**src/rtl/mdio_pkg.sv**
```systemverilog
package mdio_pkg;
    localparam int PRE_LEN   = 32;
    localparam int FRM_LEN   = 32;
    localparam int STREAM_W  = PRE_LEN + FRM_LEN;
    localparam int IDX_W     = $clog2(STREAM_W);
    localparam int WORD_W    = 16;
    localparam int ADR_W     = 5;
    localparam int TA_TOP    = WORD_W + 1;

    localparam logic [1:0] START_PAT = 2'b01;
    localparam logic [1:0] TA_DRIVE  = 2'b10;
    localparam logic [1:0] OP_WR     = 2'b01;
    localparam logic [1:0] OP_RD     = 2'b10;

    // command word fields (software-visible positions)
    localparam int CMD_RD_BIT  = 15;
    localparam int CMD_WR_BIT  = 14;
    localparam int CMD_PHY_LSB = 5;
    localparam int CMD_REG_LSB = 0;

    // control word fields
    localparam int CTL_RST_BIT   = 0;
    localparam int CTL_NOPRE_BIT = 8;
    localparam int CTL_DIV_LSB   = 9;

    // register word offsets
    localparam int OFS_CMD  = 0;
    localparam int OFS_DATA = 1;
    localparam int OFS_STAT = 2;
    localparam int OFS_CTRL = 3;

    typedef struct packed {
        logic                busy;
        logic                rd;
        logic [IDX_W-1:0]    idx;
        logic [STREAM_W-1:0] stream;
        logic [WORD_W-1:0]   shin;
    } eng_state_t;
endpackage

```
**src/rtl/mdio_clkdiv.sv**
```systemverilog
module mdio_clkdiv #(
    parameter int DIV_W = 8
) (
    input  logic             clk,
    input  logic             rst_n,
    input  logic             run,
    input  logic [DIV_W-1:0] div_m1,
    output logic             mdc,
    output logic             rise,
    output logic             fall
);
    typedef struct packed {
        logic [DIV_W-1:0] cnt;
        logic             mdc;
    } div_state_t;

    div_state_t       s_d, s_q;
    logic [DIV_W-1:0] top;
    logic [DIV_W:0]   period;
    logic [DIV_W-1:0] half;

    always_comb begin
        top    = (div_m1 == '0) ? DIV_W'(1) : div_m1;
        period = {1'b0, top} + 1'b1;
        half   = DIV_W'(period >> 1);
        s_d    = s_q;
        rise   = run && (s_q.cnt >= top);
        fall   = run && (s_q.cnt == half - 1'b1);
        if (!run) begin
            // park in the low phase so the first rise comes after a full low half
            s_d.cnt = half;
            s_d.mdc = 1'b0;
        end else begin
            s_d.cnt = rise ? '0 : s_q.cnt + 1'b1;
            s_d.mdc = (s_d.cnt < half);
        end
    end

    always_ff @(posedge clk or negedge rst_n) begin
        if (!rst_n) s_q <= '0;
        else        s_q <= s_d;
    end

    assign mdc = s_q.mdc;
endmodule

```
**src/rtl/mdio_engine.sv**
```systemverilog
module mdio_engine
    import mdio_pkg::*;
(
    input  logic              clk,
    input  logic              rst_n,
    input  logic              clr,
    input  logic              start,
    input  logic              rd_op,
    input  logic              no_pre,
    input  logic [ADR_W-1:0]  phy_adr,
    input  logic [ADR_W-1:0]  reg_adr,
    input  logic [WORD_W-1:0] wr_word,
    input  logic              mdc_rise,
    input  logic              mdc_fall,
    input  logic              mdio_i,
    output logic              busy,
    output logic              done,
    output logic [WORD_W-1:0] rd_word,
    output logic              mdio_o,
    output logic              mdio_oe
);
    eng_state_t s_d, s_q;
    logic [1:0] op_bits;

    always_comb begin
        op_bits = rd_op ? OP_RD : OP_WR;
        s_d     = s_q;
        done    = 1'b0;
        if (clr) begin
            s_d = '0;
        end else if (!s_q.busy) begin
            if (start) begin
                s_d.busy   = 1'b1;
                s_d.rd     = rd_op;
                s_d.idx    = no_pre ? IDX_W'(FRM_LEN - 1) : IDX_W'(STREAM_W - 1);
                s_d.stream = {{PRE_LEN{1'b1}}, START_PAT, op_bits,
                              phy_adr, reg_adr, TA_DRIVE, wr_word};
                s_d.shin   = '0;
            end
        end else begin
            // sample on the rising MDC edge of every data bit of a read
            if (mdc_rise && s_q.rd && (s_q.idx < IDX_W'(WORD_W)))
                s_d.shin = {s_q.shin[WORD_W-2:0], mdio_i};
            // advance on the falling edge; the last fall ends the frame
            if (mdc_fall) begin
                if (s_q.idx == '0) begin
                    s_d.busy = 1'b0;
                    done     = 1'b1;
                end else begin
                    s_d.idx = s_q.idx - 1'b1;
                end
            end
        end
    end

    always_ff @(posedge clk or negedge rst_n) begin
        if (!rst_n) s_q <= '0;
        else        s_q <= s_d;
    end

    assign busy    = s_q.busy;
    assign rd_word = s_q.shin;
    assign mdio_oe = s_q.busy && !(s_q.rd && (s_q.idx <= IDX_W'(TA_TOP)));
    assign mdio_o  = mdio_oe && s_q.stream[s_q.idx];
endmodule

```
**src/rtl/mdio_mgmt.sv**
```systemverilog
module mdio_mgmt
    import mdio_pkg::*;
#(
    parameter int ADDR_W  = 2,
    parameter int BUS_W   = 32,
    parameter int DIV_W   = 8,
    parameter int DEF_DIV = 40
) (
    input  logic              clk,
    input  logic              rst_n,
    input  logic              reg_we,
    input  logic [ADDR_W-1:0] reg_addr,
    input  logic [BUS_W-1:0]  reg_wdata,
    output logic [BUS_W-1:0]  reg_rdata,
    output logic              mdc,
    output logic              mdio_o,
    output logic              mdio_oe,
    input  logic              mdio_i
);
    localparam int CTL_TOP = CTL_DIV_LSB + DIV_W;
    localparam int HI_USED = (CTL_TOP > WORD_W) ? CTL_TOP : WORD_W;

    typedef struct packed {
        logic [WORD_W-1:0] cmd;
        logic [WORD_W-1:0] data;
        logic [DIV_W-1:0]  div_m1;
        logic              nopre;
        logic              rst;
    } regs_t;

    localparam regs_t REGS_RST = '{cmd: '0, data: '0,
                                   div_m1: DIV_W'(DEF_DIV - 1),
                                   nopre: 1'b0, rst: 1'b0};

    regs_t r_d, r_q;
    logic  wr_cmd, wr_data, wr_ctrl;
    logic  start, clr, busy, done, run;
    logic  rise, fall;
    logic  cmd_rd, cmd_wr;
    logic [WORD_W-1:0] rd_word;
    logic [WORD_W-1:0] cmd_word;
    logic  soft_rst_flag;
    logic  unused_wdata;

    assign unused_wdata = ^reg_wdata[BUS_W-1:HI_USED];

    always_comb begin
        wr_cmd  = reg_we && (reg_addr == ADDR_W'(OFS_CMD));
        wr_data = reg_we && (reg_addr == ADDR_W'(OFS_DATA));
        wr_ctrl = reg_we && (reg_addr == ADDR_W'(OFS_CTRL));
        cmd_rd  = reg_wdata[CMD_RD_BIT];
        cmd_wr  = reg_wdata[CMD_WR_BIT];
        r_d     = r_q;
        start   = 1'b0;
        clr     = 1'b0;
        if (r_q.rst) begin
            r_d.rst = 1'b0;
        end else begin
            if (done && r_q.cmd[CMD_RD_BIT])
                r_d.data = rd_word;
            if (wr_ctrl) begin
                if (reg_wdata[CTL_RST_BIT]) begin
                    r_d     = REGS_RST;
                    r_d.rst = 1'b1;
                    clr     = 1'b1;
                end else begin
                    r_d.div_m1 = reg_wdata[CTL_TOP-1:CTL_DIV_LSB];
                    r_d.nopre  = reg_wdata[CTL_NOPRE_BIT];
                end
            end else if (wr_cmd && !busy && (cmd_rd || cmd_wr)) begin
                r_d.cmd = reg_wdata[WORD_W-1:0];
                start   = 1'b1;
            end else if (wr_data && !busy) begin
                r_d.data = reg_wdata[WORD_W-1:0];
            end
        end
    end

    always_ff @(posedge clk or negedge rst_n) begin
        if (!rst_n) r_q <= REGS_RST;
        else        r_q <= r_d;
    end

    assign run = busy && !clr;

    mdio_clkdiv #(.DIV_W(DIV_W)) u_div (
        .clk    (clk),
        .rst_n  (rst_n),
        .run    (run),
        .div_m1 (r_q.div_m1),
        .mdc    (mdc),
        .rise   (rise),
        .fall   (fall)
    );

    mdio_engine u_eng (
        .clk      (clk),
        .rst_n    (rst_n),
        .clr      (clr),
        .start    (start),
        .rd_op    (cmd_rd),
        .no_pre   (r_q.nopre),
        .phy_adr  (reg_wdata[CMD_PHY_LSB+ADR_W-1:CMD_PHY_LSB]),
        .reg_adr  (reg_wdata[CMD_REG_LSB+ADR_W-1:CMD_REG_LSB]),
        .wr_word  (r_q.data),
        .mdc_rise (rise),
        .mdc_fall (fall),
        .mdio_i   (mdio_i),
        .busy     (busy),
        .done     (done),
        .rd_word  (rd_word),
        .mdio_o   (mdio_o),
        .mdio_oe  (mdio_oe)
    );

    assign cmd_word      = r_q.cmd;
    assign soft_rst_flag = r_q.rst;

    always_comb begin
        reg_rdata = '0;
        case (reg_addr)
            ADDR_W'(OFS_CMD):  reg_rdata = BUS_W'(r_q.cmd);
            ADDR_W'(OFS_DATA): reg_rdata = BUS_W'(r_q.data);
            ADDR_W'(OFS_STAT): reg_rdata = BUS_W'(busy);
            ADDR_W'(OFS_CTRL): reg_rdata = (BUS_W'(r_q.div_m1) << CTL_DIV_LSB)
                                         | (BUS_W'(r_q.nopre) << CTL_NOPRE_BIT)
                                         | BUS_W'(r_q.rst);
            default:           reg_rdata = '0;
        endcase
    end
endmodule

```
**config.mk**
```make
export PLATFORM = sky130hd
export DESIGN_NAME = mdio_mgmt
export DESIGN_NICKNAME = d
export VERILOG_FILES = /design/src/rtl/mdio_pkg.sv /design/src/rtl/mdio_clkdiv.sv /design/src/rtl/mdio_engine.sv /design/src/rtl/mdio_mgmt.sv
export SDC_FILE = /design/constraint.sdc
export NUM_CORES = 1
export LEC_CHECK = 0
export ABC_AREA = 1
export BUFFER_PORTS_ARGS = -buffer_cell sky130_fd_sc_hd__buf_2
export CAP_MARGIN = 20
export CORE_MARGIN = 5
export CORE_UTILIZATION = 61
export CTS_BUF_LIST = sky130_fd_sc_hd__clkbuf_4
export CTS_CLUSTER_SIZE = 12
export DETAILED_ROUTE_END_ITERATION = 8
export GPL_ROUTABILITY_DRIVEN = 0
export PLACE_DENSITY = 0.79
export REMOVE_ABC_BUFFERS = 1
export SLEW_MARGIN = 20
export SYNTH_ARGS = -nofsm -noshare
export SYNTH_HDL_FRONTEND = slang
export SYNTH_SLANG_ARGS = --single-unit
export TNS_END_PERCENT = 50
```
**constraint.sdc**
```tcl
create_clock -name clk -period 2.9 [get_ports clk]
set_input_delay 0.29 -clock clk [delete_from_list [all_inputs] [get_ports clk]]
set_output_delay 0.29 -clock clk [all_outputs]
set_load 0.01 [all_outputs]
```
==> impl_results.md, run 1 <==
- Final Slew Violations: 0
- Clock share of power: 13.1%
- Place WS: 0.0299 ns
- Die area: 12300 um2
- Worst Slack Setup Final: 0.146 ns
- Worst slew pin tran: 0.746 ns
- Final min period: 2.75 ns
- Cell mode on critical path: nand2_1
- CTS buffer count: 9
- Die X: around 110 um
- Worst r2r src: r_q[2]
- Post-synthesis cell type count: between 40 and 50
- Hold Startpoint: mdio_i
- Initial core utilization: 63.0%
- Pint: ~0.0029 W
- Worst-Skew Late Latency: 0.48 ns
- Number of standard cells after synthesis: 833
- Mapped Area: approximately 6200 um2
- Clk buf depth: 2
- CP endpoint kind: register
- Number of synthesized flops with an enable pin: 0
- Worst Hold Path EP: u_eng.rd_word[0]
- Drt pass-1 iters: 9
- Ports: 73
- Crit path max fanout: 9
- Slowest CP cell: dfstp_2
- Crit path largest cell delay: 0.61 ns
- ANT nets after route: 0
- Fraction of registers with async set or reset after synthesis: 100%
- RR Endpoint: r_q[22]
- Global route overflow: 0
- Achievable Freq: 363 MHz
- GR Util All Layers: 26.7%
- Avg Vias per Cell: 5.99
- Sw frac: between 40% and 50%
- Final Cell Area: 6770 um2
- Gate power share: 46.0%
- Largest net degree at the start of global routing: 64
- Startpoint Class: register
- Vias in the first global route: ~5700
- Max-slew headroom: roughly half
- Vert. Die Dim: 111 um
- Cell depth of the worst hold path: 3
- Area grow syn2layout: 8.85%
- Crit Path Category: register to register
- Clk_skew: 0.0253 ns
- Placeable Area: 9860 um2
- P_sw: 0.00242 W
- Post-Syn Area per Cell: 7.47 um2
- Min-delay worst type: input pin to register
- Synth Flop Type: dfrtp_1
- Sequential-to-total area share from yosys stat: 41.5%
- Vias: approximately 6100
- Share of cells above drive strength 1: 13.6%
- Critical path, cell by cell: nand2_2 > nand2_1 > nand2_1 > ha_1 > xnor2_1 > nor2_1 > nor2_1 > nand3_1 > nor2_2 > nand3_2 > nor2_8 > buf_4 > nand4_1 > nand3_1 > nand2_1 > nand2_1
- CTS tree: yes
- Cell Rows: 36
- Run status: completed
- WL/cell: 16.4 um
- Synth area leader: dfrtp_1
- PwrDens: 787 nW/um2
- Seq pwr share: roughly two fifths
- Worst vdd rail ir drop: about 560 uV
- Final WL: 16.6 mm
- Worst-path clk slew: roughly 0.17 ns
- Nets: 932
- Hpwl dp: 11.9 mm
- Clock Sinks: 103
- Tcrit/Tclk final: between 90% and 100%
- Register bit total from synthesis: 103
- Leakage: about 3.4 nW
- Buffers on Ports: 42
- Reg2Reg Depth: 16
- Worst EP required: 3.32 ns
- Critical Path AT: 3.18 ns
- Total Power: 0.00533 W
- Hold Fails Final Rpt: 0
- # H-tree levels: 3
- Drc violations: 0
- Yosys warnings: 0
- Placed inst area: 6530 um2
- Final setup violation count: 0
- Synth area leaders: dfrtp_1 (40%), nand2_1 (12%), o21ai_0 (7.6%), inv_1 (6.6%), nand3_1 (5.0%)
- Root buf cell: clkbuf_4
- R2r setup slk: 0.15 ns
- Post-layout util: around 70%
- Share of the synthesized area in the top cell type: 39.8%
- RSZ-0062 raised after global routing: true
- Antenna violations before repair: 0
- Starting DRT DRC Count: 555
- Antenna Cells: 0
- First-pass GRT wire length: approximately 27 mm
- Max Cap Viol: 0
[flip-flops by register name, indices dropped and copies added, names as in the netlist]
signal	flops
cmd_word	16
r_q	25
soft_rst_flag	1
u_div.mdc	1
u_div.s_q	8
u_eng.busy	1
u_eng.rd_word	16
u_eng.s_q	35
[power by group through the flow]
stage / Sequential, W / Combinational [W] / Clock, W
global route: 0.00222 / 0.00278 / 0.000766
detailed placement: 0.00220 / 0.00231 / 0
floorplan: 0.00211 / 0.00161 / 0
CTS: 0.00218 / 0.00232 / 0.000706
global placement: 0.00218 / 0.00219 / 0
finish: 0.00218 / 0.00245 / 0.000699
[synth_stat cells (2+ instances only)]
library cell,instances
inv_1,109
o21bai_1,2
dfrtp_1,99
xnor2_1,3
clkinv_1,2
a21oi_1,40
o221ai_1,9
o31ai_1,3
clkbuf_1,28
o2111ai_1,4
a21boi_0,2
buf_4,16
o21ai_0,95
nand2_2,7
o22ai_1,27
nor2_1,37
a22o_1,5
nand4_1,20
nand3_2,3
buf_2,6
nand3_1,62
o32ai_1,2
a211oi_1,2
nor3_1,5
xor2_1,2
inv_2,7
ha_1,19
dfstp_2,4
nor2_2,4
nand2_1,193
o211ai_1,3
nor2_4,2
[worst max-delay path by stage]
stage                       start            end  slack, ns  depth (start not counted)
floorplan           soft_rst_flag  u_eng.s_q[80]      -0.28                          8
global placement           r_q[3]  u_eng.s_q[81]       0.19                         14
finish                     r_q[2]        r_q[22]       0.15                         16
CTS                        r_q[3]  u_eng.s_q[81]       0.07                         14
detailed placement         r_q[9]      u_div.mdc       0.03                         16
global route               r_q[7]      u_div.mdc      -0.04                         16
[logic make-up after synthesis]
kind of cell             Yosys count  synth area share, %
AND/OR/NAND/NOR                  336                 24.0
AO/OA/AOI/OAI                    199                 18.5
buffers and inverters            170                 11.5
flip-flops                       103                 41.5
adder cells (fa/ha/maj)           19                 3.82
XOR/XNOR                           5                0.704
other                              1               0.0603
[cell usage in the layout (no fill, tap or decap), types with 2 or more instances in the layout]
cell type  instances
o21ai_0           94
nor2_1            36
clkinv_1           3
nor3_1             4
nor2_2             5
ha_1              19
inv_6              2
nand2_1          192
clkbuf_4          10
o31ai_1            3
nand3_4            2
conb_1            15
buf_2             41
a21oi_1           40
buf_12             2
nor2_4             2
a211oi_1           2
clkinv_2           2
nand3_1           62
xnor2_1            3
o32ai_1            2
o221ai_1           9
o22ai_1           27
o211ai_1           3
o2111ai_1          3
inv_1            109
nand3_2            3
a21boi_0           2
nand4_1           20
xor2_1             2
dfrtp_1           98
dfstp_2            4
a22o_1             5
buf_4             24
inv_2              7
nand2_2            8
[through the flow]
step / hold slack, ns / setup TNS, ns / std cells
final: 0.0372 / 0 / 1013
after floorplan: -0.00559 / -5.83 / 795
after global placement: 0.310 / 0 / 987
after detailed placement: 0.314 / 0 / 987
after global routing: 0.0168 / -0.0529 / 1013
after CTS: 0.0219 / 0 / 1004
[routing by layer]
metal | global-route usage, % | vias to the layer above | share of wire (%)
met5 | 0 | - | 0
met4 | 7.06 | 0 | 2.0
met3 | 5.79 | 39 | 8.9
met2 | 44.4 | 318 | 48
met1 | 35.6 | 2882 | 41
li1 | - | 2832 | -
[worst max-delay path, delay by kind of cell (launching register included)]
family,cells,cell delay (ns)
flip-flops,1,0.61
adder cells (fa/ha/maj),1,0.25
AND/OR/NAND/NOR,13,1.47
buffers and inverters,1,0.19
XOR/XNOR,1,0.20
[repair_timing]
item	4_1_cts	5_1_grt
hold buffers	1	0
gates resized for setup	2	8
pin swaps	0	3
buffers inserted	0	8
cloned	0	1
endpoints found under the hold margin	36	0
setup endpoints to repair	2	24
[area by class of cell]
type / instances / area (um2)
well taps: 133 / 166
clock buffers: 10 / 75.1
clock inverters: 6 / 42.5
inverters: 118 / 443
fillers: 810 / 3100
flip-flops and latches: 103 / 2580
repair buffers: 68 / 435
multi-input cells: 575 / 3020
Power figures use the tool's default switching activity.
==> run 2: changes to the inputs <==
--- a/config.mk
+++ b/config.mk
@@ -8,7 +8,6 @@
 export ABC_AREA = 1
 export BUFFER_PORTS_ARGS = -buffer_cell sky130_fd_sc_hd__buf_2
 export CAP_MARGIN = 20
-export CORE_MARGIN = 5
 export CORE_UTILIZATION = 61
 export CTS_BUF_LIST = sky130_fd_sc_hd__clkbuf_4
 export CTS_CLUSTER_SIZE = 12
==> run 2 against run 1 <==
Compared with the run above:
- utilization increased by 0.37 points
- die area decreased by 14%
- clock power decreased by 2%
- total power increased by 0.33%
- sequential share of layout area about the same
- clock-buffer cell count unchanged
- critical endpoint is now r_q[10]
- global-route usage increased by 4.7 points
- via count decreased by 2.1%
- wire length decreased by 3.2%
- largest cell class unchanged
- first-iteration DRC count decreased by 14%
- critical path depth unchanged
- worst setup slack improved by 0.025 ns
==> impl_results.md, run 2 (same netlist as run 1, synthesis figures left out) <==
- Worst r2r src: r_q[3] (was r_q[2])
- Achievable Freq: 366 MHz (was 363 MHz)
- Final WL: 16.1 mm (was 16.6 mm)
- Buffers on Ports: 42 (unchanged)
- Worst vdd rail ir drop: 353 uV (was 559 uV)
- Die X: 103 um (was 111 um)
- Hold Fails Final Rpt: 0 (unchanged)
- Largest net degree at the start of global routing: 54 (was 64)
- First-pass GRT wire length: 25.5 mm (was 27.2 mm)
- Nets: 927 (was 932)
- CP endpoint kind: register (unchanged)
- Ports: 73 (unchanged)
- Max-slew headroom: 48.8% (was 50.3%)
- Max reg flops: 35 (unchanged)
- Drc violations: 0 (unchanged)
- Clock Sinks: 103 (unchanged)
- Pint: 0.00291 W (about the same)
- Critical path, cell by cell: nand2_2 > nand2_1 > nand2_2 > ha_2 > xor2_1 > nand2_1 > nor2_1 > nand3_1 > nor2_2 > nand3_2 > nor2_8 > buf_8 > nand4_1 > nand3_1 > nand2_1 > nand2_1 (was nand2_2 > nand2_1 > nand2_1 > ha_1 > xnor2_1 > nor2_1 > nor2_1 > nand3_1 > nor2_2 > nand3_2 > nor2_8 > buf_4 > nand4_1 > nand3_1 > nand2_1 > nand2_1)
- Register area: 2580 um2 (about the same)
- Gate power share: 45.8% (was 46.0%)
- Vias: 5943 (was 6071)
- Min-delay worst type: input pin to register (unchanged)
- Drt pass-1 iters: 5 (was 9)
- RSZ-0062 raised after global routing: true (unchanged)
- Wire length on met3: 1.23 mm (was 1.47 mm)
- WL/cell: 16.0 um (was 16.4 um)
- Final setup violation count: 0 (unchanged)
- ANT nets after route: 0 (unchanged)
- Final Slew Violations: 0 (unchanged)
- RR Endpoint: r_q[10] (was r_q[22])
- Wl on met1: 6.98 mm (was 6.85 mm)
- Run status: completed (unchanged)
- Max layer used: met4 (unchanged)
- Setup crit end: r_q[10] (was r_q[22])
- Sw frac: 45.5% (about the same)
- Startpoint Class: register (unchanged)
- Crit path largest cell delay: 0.62 ns (was 0.61 ns)
- Met2 routed WL: 7.69 mm (was 7.98 mm)
- Most frequent cells in the layout: nand2_1 (191), inv_1 (108), dfrtp_1 (97), o21ai_0 (93), nand3_1 (62) (was nand2_1 (192), inv_1 (109), dfrtp_1 (98), o21ai_0 (94), nand3_1 (62))
- Worst-path clk slew: 0.16 ns (was 0.17 ns)
- Reg2Reg Depth: 16 (unchanged)
- Root buf cell: clkbuf_4 (unchanged)
- CTS buffer count: 9 (unchanged)
- Cell mode on critical path: nand2_1 (unchanged)
- Worst-Skew Late Latency: 0.47 ns (was 0.48 ns)
- Worst path depth: 16 (unchanged)
- Global route overflow: 0 (unchanged)
- GR Util All Layers: 31.4% (was 26.7%)
- Crit Path Category: register to register (unchanged)
- Seq pwr share: 41.4% (was 40.9%)
- Hpwl dp: 11.2 mm (was 11.9 mm)
- Worst slew pin tran: 0.766 ns (was 0.746 ns)
- Leakage: 3.34 nW (was 3.37 nW)
- Multi-input logic area: 3070 um2 (was 3020 um2)
- Place WS: 0.115 ns (was 0.0299 ns)
- Slowest CP cell: dfstp_2 (unchanged)
- R2r setup slk: 0.17 ns (was 0.15 ns)
- Crit-path leading delay family: simple AND/OR/NAND/NOR gates (unchanged)
- Initial core utilization: 63.3% (was 63.0%)
- Most common cell after layout, fill and taps aside: nand2_1 (unchanged)
- CTS tree: yes (unchanged)
- Top reg by flops: u_eng.s_q (unchanged)
- Clk_skew: 0.0203 ns (was 0.0253 ns)
- # H-tree levels: 3 (unchanged)
- Die area: 10600 um2 (was 12300 um2)
- Avg Vias per Cell: 5.90 (was 5.99)
- Worst Slack Setup Final: 0.171 ns (was 0.146 ns)
- Final Cell Area: 6770 um2 (about the same)
- Crit path max fanout: 17 (was 9)
- Critical path origin: r_q[3] (was r_q[2])
- Final min period: 2.73 ns (was 2.75 ns)
- Cell Rows: 36 (unchanged)
- PwrDens: 789 nW/um2 (was 787 nW/um2)
- Post-layout util: 69.0% (was 68.6%)
- Clk buf depth: 2 (unchanged)
- Max Cap Viol: 0 (unchanged)
- P_sw: 0.00244 W (was 0.00242 W)
- WP buf/inv: 1 (unchanged)
- # fillers: 853 (was 810)
- Worst EP required: 3.32 ns (about the same)
- Antenna Cells: 0 (unchanged)
- Starting DRT DRC Count: 480 (was 555)
- Placed inst area: 6520 um2 (was 6530 um2)
- Clock share of power: 12.7% (was 13.1%)
- Critical Path AT: 3.15 ns (was 3.18 ns)
- Biggest regs: u_eng.s_q x35, r_q x25 (unchanged)
- Share of cells above drive strength 1: 14.5% (was 13.6%)
- Area grow syn2layout: 8.93% (was 8.85%)
- Worst hold slack: 0.0553 ns (was 0.0372 ns)
- Vias in the first global route: 5249 (was 5709)
- Vert. Die Dim: 103 um (was 111 um)
- Antenna violations before repair: 0 (unchanged)
- Tcrit/Tclk final: 94.1% (was 95.0%)
- Placeable Area: 9820 um2 (was 9860 um2)
- Setup TNS: 0 ns (unchanged)
-- run 2: power by group through the flow --
stage	sequential [W]	clock, W	combinational (W)
2_1_floorplan	0.00211	0	0.00161
3_5_place_dp	0.00221	0	0.00226
3_3_place_gp	0.00220	0	0.00216
4_1_cts	0.00219	0.000694	0.00227
6_report	0.00222	0.000682	0.00245
5_1_grt	0.00226	0.000745	0.00278
-- run 2: cell type report --
type	instances	share of cell area [%]
inverters	118	6.54
clock buffers	10	1.11
repair buffers	63	5.80
well taps	133	2.46
multi-input cells	575	45.3
clock inverters	5	0.610
flip-flops and latches	103	38.2
-- run 2: worst min-delay path by stage --
stage	from	end	slack, ns	cells past startpoint
5_1_grt	mdio_i	u_eng.rd_word[0]	0.06	3
2_1_floorplan	rst_n	cmd_word[0]	-0.006	0
3_5_place_dp	rst_n	u_div.s_q[3]	0.37	1
6_report	mdio_i	u_eng.rd_word[0]	0.06	3
3_3_place_gp	rst_n	u_div.s_q[3]	0.37	1
4_1_cts	mdio_i	u_eng.rd_word[0]	0.03	3
-- run 2: tightest hold or removal path: cells and delay by family --
kind            cells  cell delay [ns]
buf+inv             1             0.08
compound gates      1             0.07
simple gates        1             0.06
-- run 2: per-stage QoR --
stage,instances,power (W)
after floorplan,795,0.00373
after global placement,987,0.00435
after detailed placement,987,0.00447
after CTS,1003,0.00515
after global routing,1007,0.00579
final,1007,0.00535
-- run 2: repair_timing --
action | in CTS | in global routing
gates resized for setup | 0 | 27
hold buffers | 1 | 0
setup endpoints to repair | 0 | 24
endpoints found under the hold margin | 48 | 0
buffers inserted | 0 | 3
-- run 2: per-layer routing --
| metal | GRT usage, % | vias to the layer above |
|---|---|---|
| met2 | 48.5 | 267 |
| met1 | 45.1 | 2819 |
| met3 | 5.76 | 24 |
| met4 | 9.75 | 0 |
| li1 | - | 2833 |
| met5 | 0 | - |
